$ cat src/rtl/ireg_pkg.sv
package ireg_pkg;
    localparam int BYTE_W    = 8;
    localparam int SEL_W     = 8;
    localparam int REG_N     = 5;
    localparam int MAX_BYTES = 2;
    localparam int WORD_W    = BYTE_W * MAX_BYTES;
    localparam int PTR_W     = $clog2(MAX_BYTES + 1);
    localparam int IDX_W     = $clog2(REG_N);

    localparam int IDX_INIT  = 0;
    localparam int IDX_MODE1 = 1;
    localparam int IDX_MODE2 = 2;
    localparam int IDX_GAINA = 3;
    localparam int IDX_GAINB = 4;

    localparam int INIT_MASK_BIT = 2;

    function automatic logic [SEL_W-1:0] reg_num(input int i);
        case (i)
            IDX_INIT:  return 8'h21;
            IDX_MODE1: return 8'h69;
            IDX_MODE2: return 8'h6A;
            IDX_GAINA: return 8'h63;
            default:   return 8'h64;
        endcase
    endfunction

    function automatic logic [PTR_W-1:0] reg_len(input int i);
        return (i >= IDX_GAINA) ? PTR_W'(2) : PTR_W'(1);
    endfunction
endpackage

$ cat src/rtl/ireg_seq.sv
module ireg_seq
    import ireg_pkg::*;
(
    input  logic             clk,
    input  logic             rst_n,
    input  logic             cmd_wr,
    input  logic             data_acc,
    input  logic [BYTE_W-1:0] wdata,
    output logic [IDX_W-1:0] hit_idx,
    output logic [PTR_W-1:0] ptr_q,
    output logic             in_range
);
    typedef struct packed {
        logic [SEL_W-1:0] sel;
        logic [PTR_W-1:0] ptr;
    } seq_t;

    seq_t s_d, s_q;
    logic             hit;
    logic [PTR_W-1:0] hit_len;

    always_comb begin
        hit     = 1'b0;
        hit_idx = '0;
        hit_len = '0;
        for (int i = 0; i < REG_N; i++) begin
            if (s_q.sel == reg_num(i)) begin
                hit     = 1'b1;
                hit_idx = IDX_W'(i);
                hit_len = reg_len(i);
            end
        end
        in_range = hit && (s_q.ptr < hit_len);

        s_d = s_q;
        if (cmd_wr) begin
            s_d.sel = wdata;
            s_d.ptr = '0;
        end else if (data_acc && in_range) begin
            s_d.ptr = s_q.ptr + PTR_W'(1);
        end
    end

    always_ff @(posedge clk or negedge rst_n) begin
        if (!rst_n) s_q <= '0;
        else        s_q <= s_d;
    end

    assign ptr_q = s_q.ptr;

    assert_cmd_resets_ptr_R3: assert property (@(posedge clk) disable iff (!rst_n)
        cmd_wr |=> (s_q.ptr == '0 && s_q.sel == $past(wdata)));

    assert_ptr_bound_R4: assert property (@(posedge clk) disable iff (!rst_n)
        hit |-> (s_q.ptr <= hit_len));
endmodule

$ cat src/rtl/ireg_file.sv
module ireg_file
    import ireg_pkg::*;
(
    input  logic                         clk,
    input  logic                         rst_n,
    input  logic                         wr_en,
    input  logic [IDX_W-1:0]             idx,
    input  logic [PTR_W-1:0]             ptr,
    input  logic [BYTE_W-1:0]            wdata,
    output logic [REG_N-1:0][WORD_W-1:0] regs_q
);
    typedef struct packed {
        logic [REG_N-1:0][WORD_W-1:0] word;
    } file_t;

    file_t f_d, f_q;
    logic [REG_N-1:0] we_vec;

    for (genvar g = 0; g < REG_N; g++) begin : g_we
        assign we_vec[g] = wr_en && (idx == IDX_W'(g));
    end

    always_comb begin
        f_d = f_q;
        for (int i = 0; i < REG_N; i++) begin
            for (int b = 0; b < MAX_BYTES; b++) begin
                if (we_vec[i] && ptr == PTR_W'(b))
                    f_d.word[i][b*BYTE_W +: BYTE_W] = wdata;
            end
        end
    end

    always_ff @(posedge clk or negedge rst_n) begin
        if (!rst_n) f_q <= '0;
        else        f_q <= f_d;
    end

    assign regs_q = f_q.word;

    assert_single_target_R9: assert property (@(posedge clk) disable iff (!rst_n)
        $onehot0(we_vec));

    assert_hold_without_write_R9: assert property (@(posedge clk) disable iff (!rst_n)
        !wr_en |=> $stable(f_q));
endmodule

$ cat src/rtl/ireg_intr.sv
module ireg_intr #(
    parameter int IRQ_W = 8
) (
    input  logic             clk,
    input  logic             rst_n,
    input  logic [IRQ_W-1:0] src,
    input  logic             clr,
    input  logic             mask,
    output logic [IRQ_W-1:0] pend_q,
    output logic             irq
);
    typedef struct packed {
        logic [IRQ_W-1:0] pend;
    } intr_t;

    intr_t i_d, i_q;

    always_comb begin
        i_d = i_q;
        if (clr) i_d.pend = src;
        else     i_d.pend = i_q.pend | src;
    end

    always_ff @(posedge clk or negedge rst_n) begin
        if (!rst_n) i_q <= '0;
        else        i_q <= i_d;
    end

    assign pend_q = i_q.pend;
    assign irq    = (|i_q.pend) && !mask;

    assert_src_latched_R7: assert property (@(posedge clk) disable iff (!rst_n)
        (src != '0) |=> ((i_q.pend & $past(src)) == $past(src)));

    assert_clear_on_read_R6: assert property (@(posedge clk) disable iff (!rst_n)
        (clr && src == '0) |=> (i_q.pend == '0));
endmodule

$ cat src/rtl/ireg_port.sv
module ireg_port
    import ireg_pkg::*;
#(
    parameter int IRQ_W = 8
) (
    input  logic             clk,
    input  logic             rst_n,
    input  logic             bus_addr,
    input  logic             bus_wr,
    input  logic             bus_rd,
    input  logic [7:0]       bus_wdata,
    output logic [7:0]       bus_rdata,
    input  logic [IRQ_W-1:0] irq_src,
    output logic             irq_o,
    output logic [7:0]       cfg_init,
    output logic [7:0]       cfg_mode1,
    output logic [7:0]       cfg_mode2,
    output logic [15:0]      cfg_gain_a,
    output logic [15:0]      cfg_gain_b,
    output logic             law_alaw
);
    typedef struct packed {
        logic [BYTE_W-1:0] rdata;
    } port_t;

    port_t p_d, p_q;

    logic cmd_wr, status_rd, data_wr, data_acc;
    logic [IDX_W-1:0] hit_idx;
    logic [PTR_W-1:0] ptr;
    logic in_range;
    logic [REG_N-1:0][WORD_W-1:0] regs;
    logic [IRQ_W-1:0] pend;
    logic [BYTE_W-1:0] data_byte;

    // Write wins when both strobes are raised together.
    assign cmd_wr    = bus_wr && !bus_addr;
    assign data_wr   = bus_wr && bus_addr;
    assign status_rd = bus_rd && !bus_wr && !bus_addr;
    assign data_acc  = bus_addr && (bus_wr || bus_rd);

    ireg_seq u_seq (
        .clk(clk), .rst_n(rst_n), .cmd_wr(cmd_wr), .data_acc(data_acc),
        .wdata(bus_wdata), .hit_idx(hit_idx), .ptr_q(ptr), .in_range(in_range)
    );

    ireg_file u_file (
        .clk(clk), .rst_n(rst_n), .wr_en(data_wr && in_range), .idx(hit_idx),
        .ptr(ptr), .wdata(bus_wdata), .regs_q(regs)
    );

    ireg_intr #(.IRQ_W(IRQ_W)) u_intr (
        .clk(clk), .rst_n(rst_n), .src(irq_src), .clr(status_rd),
        .mask(regs[IDX_INIT][INIT_MASK_BIT]), .pend_q(pend), .irq(irq_o)
    );

    always_comb begin
        data_byte = '0;
        for (int b = 0; b < MAX_BYTES; b++) begin
            if (in_range && ptr == PTR_W'(b))
                data_byte = regs[hit_idx][b*BYTE_W +: BYTE_W];
        end
        p_d = p_q;
        if (status_rd)
            p_d.rdata = BYTE_W'(pend);
        else if (bus_rd && !bus_wr && bus_addr)
            p_d.rdata = data_byte;
    end

    always_ff @(posedge clk or negedge rst_n) begin
        if (!rst_n) p_q <= '0;
        else        p_q <= p_d;
    end

    assign bus_rdata  = p_q.rdata;
    assign cfg_init   = regs[IDX_INIT][7:0];
    assign cfg_mode1  = regs[IDX_MODE1][7:0];
    assign cfg_mode2  = regs[IDX_MODE2][7:0];
    assign cfg_gain_a = regs[IDX_GAINA];
    assign cfg_gain_b = regs[IDX_GAINB];
    assign law_alaw   = cfg_mode1[0];

    assert_irq_masked_R8: assert property (@(posedge clk) disable iff (!rst_n)
        cfg_init[INIT_MASK_BIT] |-> !irq_o);

    assert_irq_needs_pending_R8: assert property (@(posedge clk) disable iff (!rst_n)
        irq_o |-> (pend != '0));

    assert_status_read_data_R6: assert property (@(posedge clk) disable iff (!rst_n)
        status_rd |=> (bus_rdata == BYTE_W'($past(pend))));
endmodule

$ cat config.mk
export PLATFORM = sky130hd
export DESIGN_NAME = ireg_port
export DESIGN_NICKNAME = d
export VERILOG_FILES = /design/src/rtl/ireg_pkg.sv /design/src/rtl/ireg_seq.sv /design/src/rtl/ireg_file.sv /design/src/rtl/ireg_intr.sv /design/src/rtl/ireg_port.sv
export SDC_FILE = /design/constraint.sdc
export NUM_CORES = 1
export LEC_CHECK = 0
export ABC_AREA = 1
export BUFFER_PORTS_ARGS = -buffer_cell sky130_fd_sc_hd__buf_2
export CELL_PAD_IN_SITES_DETAIL_PLACEMENT = 1
export CELL_PAD_IN_SITES_GLOBAL_PLACEMENT = 1
export CORE_MARGIN = 1.5
export CORE_UTILIZATION = 34
export DETAILED_ROUTE_END_ITERATION = 6
export PLACE_DENSITY_LB_ADDON = 0.1
export SLEW_MARGIN = 20
export SYNTH_ARGS = -nofsm -noshare
export SYNTH_HDL_FRONTEND = slang
export SYNTH_SLANG_ARGS = --single-unit
$ cat constraint.sdc
create_clock -name clk -period 5.6 [get_ports clk]
set_input_delay 0.28 -clock clk [delete_from_list [all_inputs] [get_ports clk]]
set_output_delay 0.28 -clock clk [all_outputs]
set_load 0.005 [all_outputs]
### Yosys cells after proc, flatten, opt, wreduce, memory -nomap -nowiden

Index checks and enable logic that the tools add are counted.

* bitwise gates (word level): 1
* reduce and logical (&&, ||, !) cells: 36
* eq/ne operators: 10
* multiplexer cells: 23
* add/sub/neg operators: 1
* order comparisons: 2

Operators by type and width (count)
* $bmux W16 S3: 1
* $mux W8: 5
* $eq A8 B7 Y1 const B: 4
* $logic_and A1 B1 Y1: 27
* $mux W16: 1
* $mux W2: 6
* $mux W1: 9
* $eq A8 B6 Y1 const B: 1
* $or A8 B8 Y8: 1
* $reduce_or A8 Y1: 1
* $eq A3 B2 Y1 const B: 2
* $lt A3 B4 Y1 const B: 1
* $reduce_bool A2 Y1: 2
* $eq A3 B1 Y1 const B: 1
* $eq A3 B3 Y1 const B: 1
* $logic_not A1 Y1: 3
* $logic_not A3 Y1: 1
* $mux W3: 1
* $add A2 B1 Y2 const B: 1
* $eq A2 B1 Y1 const B: 1
* $logic_not A2 Y1: 1
* $lt A2 B2 Y1: 1
* $logic_or A1 B1 Y1: 1

* output and inout bits: 66
* flip-flop bits (word level): 106
* word-level logic and storage cells: 87

### Depth between registers and ports, before layout

* depth after elaboration: 13
* gate-level depth with buffers: 14
* mapped depth without buffers: 14

### Hierarchy

A second synthesis with hierarchy kept.

* cell total of the unflattened synthesis: 812
* area, all modules: 5740.5 µm²

By module, submodules not included
* ireg_file: area each 3298.2 µm², times used 1, cells an instance 376
* ireg_port: area each 1457.6 µm², times used 1, cells an instance 310
* ireg_seq: area each 653.1 µm², times used 1, cells an instance 93
* ireg_intr: area each 331.6 µm², times used 1, cells an instance 33

### Least setup slack after synthesis

No wires, ideal clock.

* path kind: reg2reg
* from: reg u_seq.s_q[6] (netlist bit)
* to: reg u_file.f_q (netlist bit u_file.regs_q[16])
* cell stages (with the launch flop): 15
* path slack: 3445 ps
* library setup time: 130 ps
* arrival: 2025 ps
* path buffers: 1
* cell sequence: dfrtp_1 inv_1 nand2_1 nor2_4 nand2_2 nand2_1 inv_1 ha_1 nand2_1 nand3_4 nor2_8 nand3_2 buf_6 nand2_1 o21ai_2

* cells in the longest elaborated chain, start to end: 11
* elaborated cells on any way between the ends: 25

RTL lines
* start: declaration: RTL line ireg_seq.sv:18 `seq_t s_d, s_q;`
* start signal: assignment: RTL line ireg_seq.sv:45 `if (!rst_n) s_q <= '0;`
* start signal: assignment: RTL line ireg_seq.sv:46 `else s_q <= s_d;`
* $eq A8 B6 Y1: RTL line ireg_seq.sv:27 `if (s_q.sel == reg_num(i)) begin`
* $mux W1 (3 in series): RTL line ireg_seq.sv:27
* $mux W2 (2 in series): RTL line ireg_seq.sv:27
* $lt A2 B2 Y1: RTL line ireg_seq.sv:33 `in_range = hit && (s_q.ptr < hit_len);`
* $logic_and A1 B1 Y1: RTL line ireg_seq.sv:33
* $logic_and A1 B1 Y1: RTL line ireg_port.sv:48 `.clk(clk), .rst_n(rst_n), .wr_en(data_wr && in_range), .idx(hit_idx),`
* $logic_and A1 B1 Y1 (*): RTL line ireg_file.sv:20 `assign we_vec[g] = wr_en && (idx == IDX_W'(g));`
* $logic_and A1 B1 Y1 (*): RTL line ireg_file.sv:27 `if (we_vec[i] && ptr == PTR_W'(b))`
* end signal: assignment: RTL line ireg_file.sv:34 `if (!rst_n) f_q <= '0;`
* end signal: assignment: RTL line ireg_file.sv:35 `else f_q <= f_d;`
* end: declaration: RTL line ireg_file.sv:16 `file_t f_d, f_q;`

Every way passes the cells marked *; elsewhere a longest branch is shown, timed or not.
A chain may end at the register's enable or synchronous reset.

### Worst setup path in the final report

Ends and elaborated chain as after synthesis.

==> insert_results.sql <==
INSERT INTO impl_metrics (metric_group, metric, value, unit) VALUES
('status', 'run_status', 'finished clean', ''),
('clock_tree', 'clk_latency', '0.36', 'ns'),
('floorplanning', 'io_pins', '87', ''),
('clock_tree', 'tritoncts.num_buffers', '9', ''),
('floorplanning', 'floorplan.die.height', '132', 'microns'),
('setup_path', 'crit_path_end_kind', 'flop', ''),
('setup_path', 'cp_max_fo', '26', ''),
('setup_path', 'path_common_cell', 'sky130_fd_sc_hd__nand2_1', ''),
('timing', 'timing.final.hold_violations', '0', ''),
('cells_and_area', 'area.growth.synth_to_final', '7.25', '%'),
('hold_path', 'min_to', 'u_intr.pend_q[6]', ''),
('global_route', 'globalRoute.totalOverflow', '0', ''),
('synth', 'post_synth_num_cell_types', '30', ''),
('floorplanning', 'start_util', '35.2', '%'),
('cells_and_area', 'final_cell_mix', '190 x sky130_fd_sc_hd__nand2_1, 106 x sky130_fd_sc_hd__dfrtp_1, 85 x sky130_fd_sc_hd__buf_2', ''),
('clock_tree', 'worst_setup_hold_path_clk_slew', '0.07', 'ns'),
('cells_and_area', 'final.fill_count', '1962', ''),
('routing', 'route.antenna.remaining_nets', '0', ''),
('cells_and_area', 'mostFrequentLayoutCell', 'sky130_fd_sc_hd__nand2_1', ''),
('timing', 'setup_violation_total_in_the_final_timing_report', '0', ''),
('setup_path', 'worst_path_max_delay_cell', 'sky130_fd_sc_hd__dfrtp_1', ''),
('hold_path', 'hold_path_class', 'input pin to flop', ''),
('hold_path', 'whs_path_depth', '2', ''),
('synth', 'ys_warn_count', '0', ''),
('synth', 'post_synth_inst_count', '690', ''),
('setup_path', 'cpLargestDelayFamily', 'simple AND/OR/NAND/NOR gates', ''),
('setup_path', 'timing.rr.start', 'u_seq.s_q[6]', ''),
('routing', 'vias', '4551', ''),
('synth', 'netlist_area_before_placement', '5660', 'sq um'),
('setup_path', 'worst_ep_arrival_time', '3.20', 'ns'),
('global_route', 'maximum_number_of_pins_on_one_net_before_global_route_repair', '56', ''),
('pwr', 'vdd_ir_drop_max', '0.000139', 'V'),
('clock_tree', 'clockBufferDepth', '2', ''),
('synth', 'synth_sequential_area_ratio', '46.9', '%'),
('timing', 'timing.final.crit_share', '53.0', '%'),
('synth', 'postSynthNetCount', '714', ''),
('setup_path', 'startpoint_type', 'flop', ''),
('global_route', 'grt_antenna_before_repair', '0', ''),
('floorplanning', 'die-width', '132', 'microns'),
('clock_tree', 'h_tree_depth', '3', ''),
('clock_tree', 'cts_tree', 'built', ''),
('setup_path', 'cp.buffers_inverters', '2', ''),
('routing', 'routed_wire_length_per_instance', '18.5', 'microns'),
('placed_design', 'hpwl', '12100', 'microns'),
('floorplanning', 'row_count', '46', ''),
('routing', 'wl', '17000', 'microns'),
('timing', 'slew_viol_final', '0', ''),
('hold_path', 'min_from', 'irq_src[6]', ''),
('global_route', 'first_global_vias', '4634', ''),
('setup_path', 'worstReg2RegEnd', 'u_file.regs_q[16]', ''),
('routing', 'drc_errors', '0', ''),
('placed_design', 'dp.cells', '905', ''),
('placed_design', 'gp_congestion', '0.849', ''),
('setup_path', 'peak_per_stage_delay_on_the_critical_path', '0.39', 'ns'),
('pwr', 'leakagePower', '3.11', 'nW'),
('setup_path', 'worst-endpoint-required', '5.83', 'ns'),
('timing', 'slew-limit-headroom', '42.0', '%'),
('synth', 'avgSynthCellArea', '8.20', 'sq um'),
('clock_tree', 'cts_repair_resize_count', '0', ''),
('cells_and_area', 'drive_gt1_share', '20.4', '%'),
('timing', 'timing.clock.skew', '0.00481', 'ns'),
('clock_tree', 'clock_sinks', '106', ''),
('routing', 'post_drt_via_cell_ratio', '4.94', ''),
('global_route', 'wire_length_of_the_first_global_routing_pass', '27500', 'microns'),
('placed_design', 'place.port_buffers', '86', ''),
('setup_path', 'reg2reg_path_depth', '13', ''),
('setup_path', 'ff2ff_setup_slack', '2.63', 'ns'),
('run', 'maxCapViolCount', '0', ''),
('floorplanning', 'fp.coreArea', '16100', 'sq um'),
('routing', 'initialDrtViolationCount', '229', ''),
('timing', 'grt_setup_unrepaired', 'no', '');
-- worst max-delay path by stage --
stage	to	slack, ns
floorplan	u_file.regs_q[16]	3.45
global placement	bus_rdata[5]	2.75
detailed placement	u_file.regs_q[16]	2.68
CTS	u_file.regs_q[16]	2.64
global route	bus_rdata[5]	2.29
finish	u_file.regs_q[16]	2.63
-- Yosys cell counts, drive strengths merged --
library cell / instances / area (sq um)
a21oi: 19 / 95.1
buf: 71 / 556
clkbuf: 18 / 67.6
clkinv: 2 / 7.51
dfrtp: 106 / 2650
ha: 3 / 37.5
inv: 49 / 184
nand2: 196 / 751
nand3: 67 / 400
nand3b: 10 / 75.1
nand4: 2 / 18.8
nor2: 30 / 136
nor3: 3 / 15.0
nor4: 2 / 12.5
o211ai: 2 / 15.0
o21ai: 91 / 504
o21bai: 10 / 75.1
o22ai: 1 / 6.26
or2: 8 / 50.1
-- stage by stage --
stage / cell area [sq um] / total power [mW] / hold WS (ns) / util [%] / setup slack (ns)
after floorplan: 5660 / 0.939 / -0.0156 / - / 3.45
final: 6070 / 1.65 / 0.121 / 37.8 / 2.63
after global routing: 6070 / 1.73 / 0.123 / 37.8 / 2.29
after detailed placement: 5750 / 1.01 / 0.375 / 35.8 / 2.68
after CTS: 6070 / 1.68 / 0.105 / 37.8 / 2.64
after global placement: 5750 / 1.01 / 0.364 / 35.8 / 2.75
-- cell type report --
cell class,count,share of cell area (%)
Clock buffer,10,3.94
Clock inverter,6,1.09
Inverter,51,3.15
Multi-Input combinational cell,444,36.1
Sequential cell,106,43.7
Tap cell,216,4.45
Timing Repair Buffer,89,7.54
-- kinds of logic after synthesis --
logic type      share of synthesized area (%)
fa+ha+maj                               0.663
flops                                    46.9
simple gates                             25.8
compound gates                           12.3
buf+inv                                  14.4
-- repair_timing --
action                     CTS  global route
hold endpoints to repair    29             0
buffers inserted             0             0
hold buffers                 1             0
setup endpoints to repair    0             0
-- routing by layer --
metal	GRT usage, %	vias up	part of all wire [%]
li1	-	2210	-
met1	30.7	2243	50
met2	30.6	83	45
met3	2.54	15	3.2
met4	6.60	0	1.5
met5	0	-	0
-- power by group --
part	switching (mW)	internal (mW)	total (mW)
Combinational	0.117	0.0564	0.174
Sequential	0.0264	0.795	0.821
Clock	0.300	0.359	0.659
Total	0.443	1.21	1.65
-- flip-flops by register name (all words and copies together) (netlist names) --
name / cells
u_file.regs_q: 80
bus_rdata: 8
u_intr.pend_q: 8
u_seq.s_q: 8
u_seq.ptr_q: 2
Note: power is estimated with default switching activity, not from simulation.
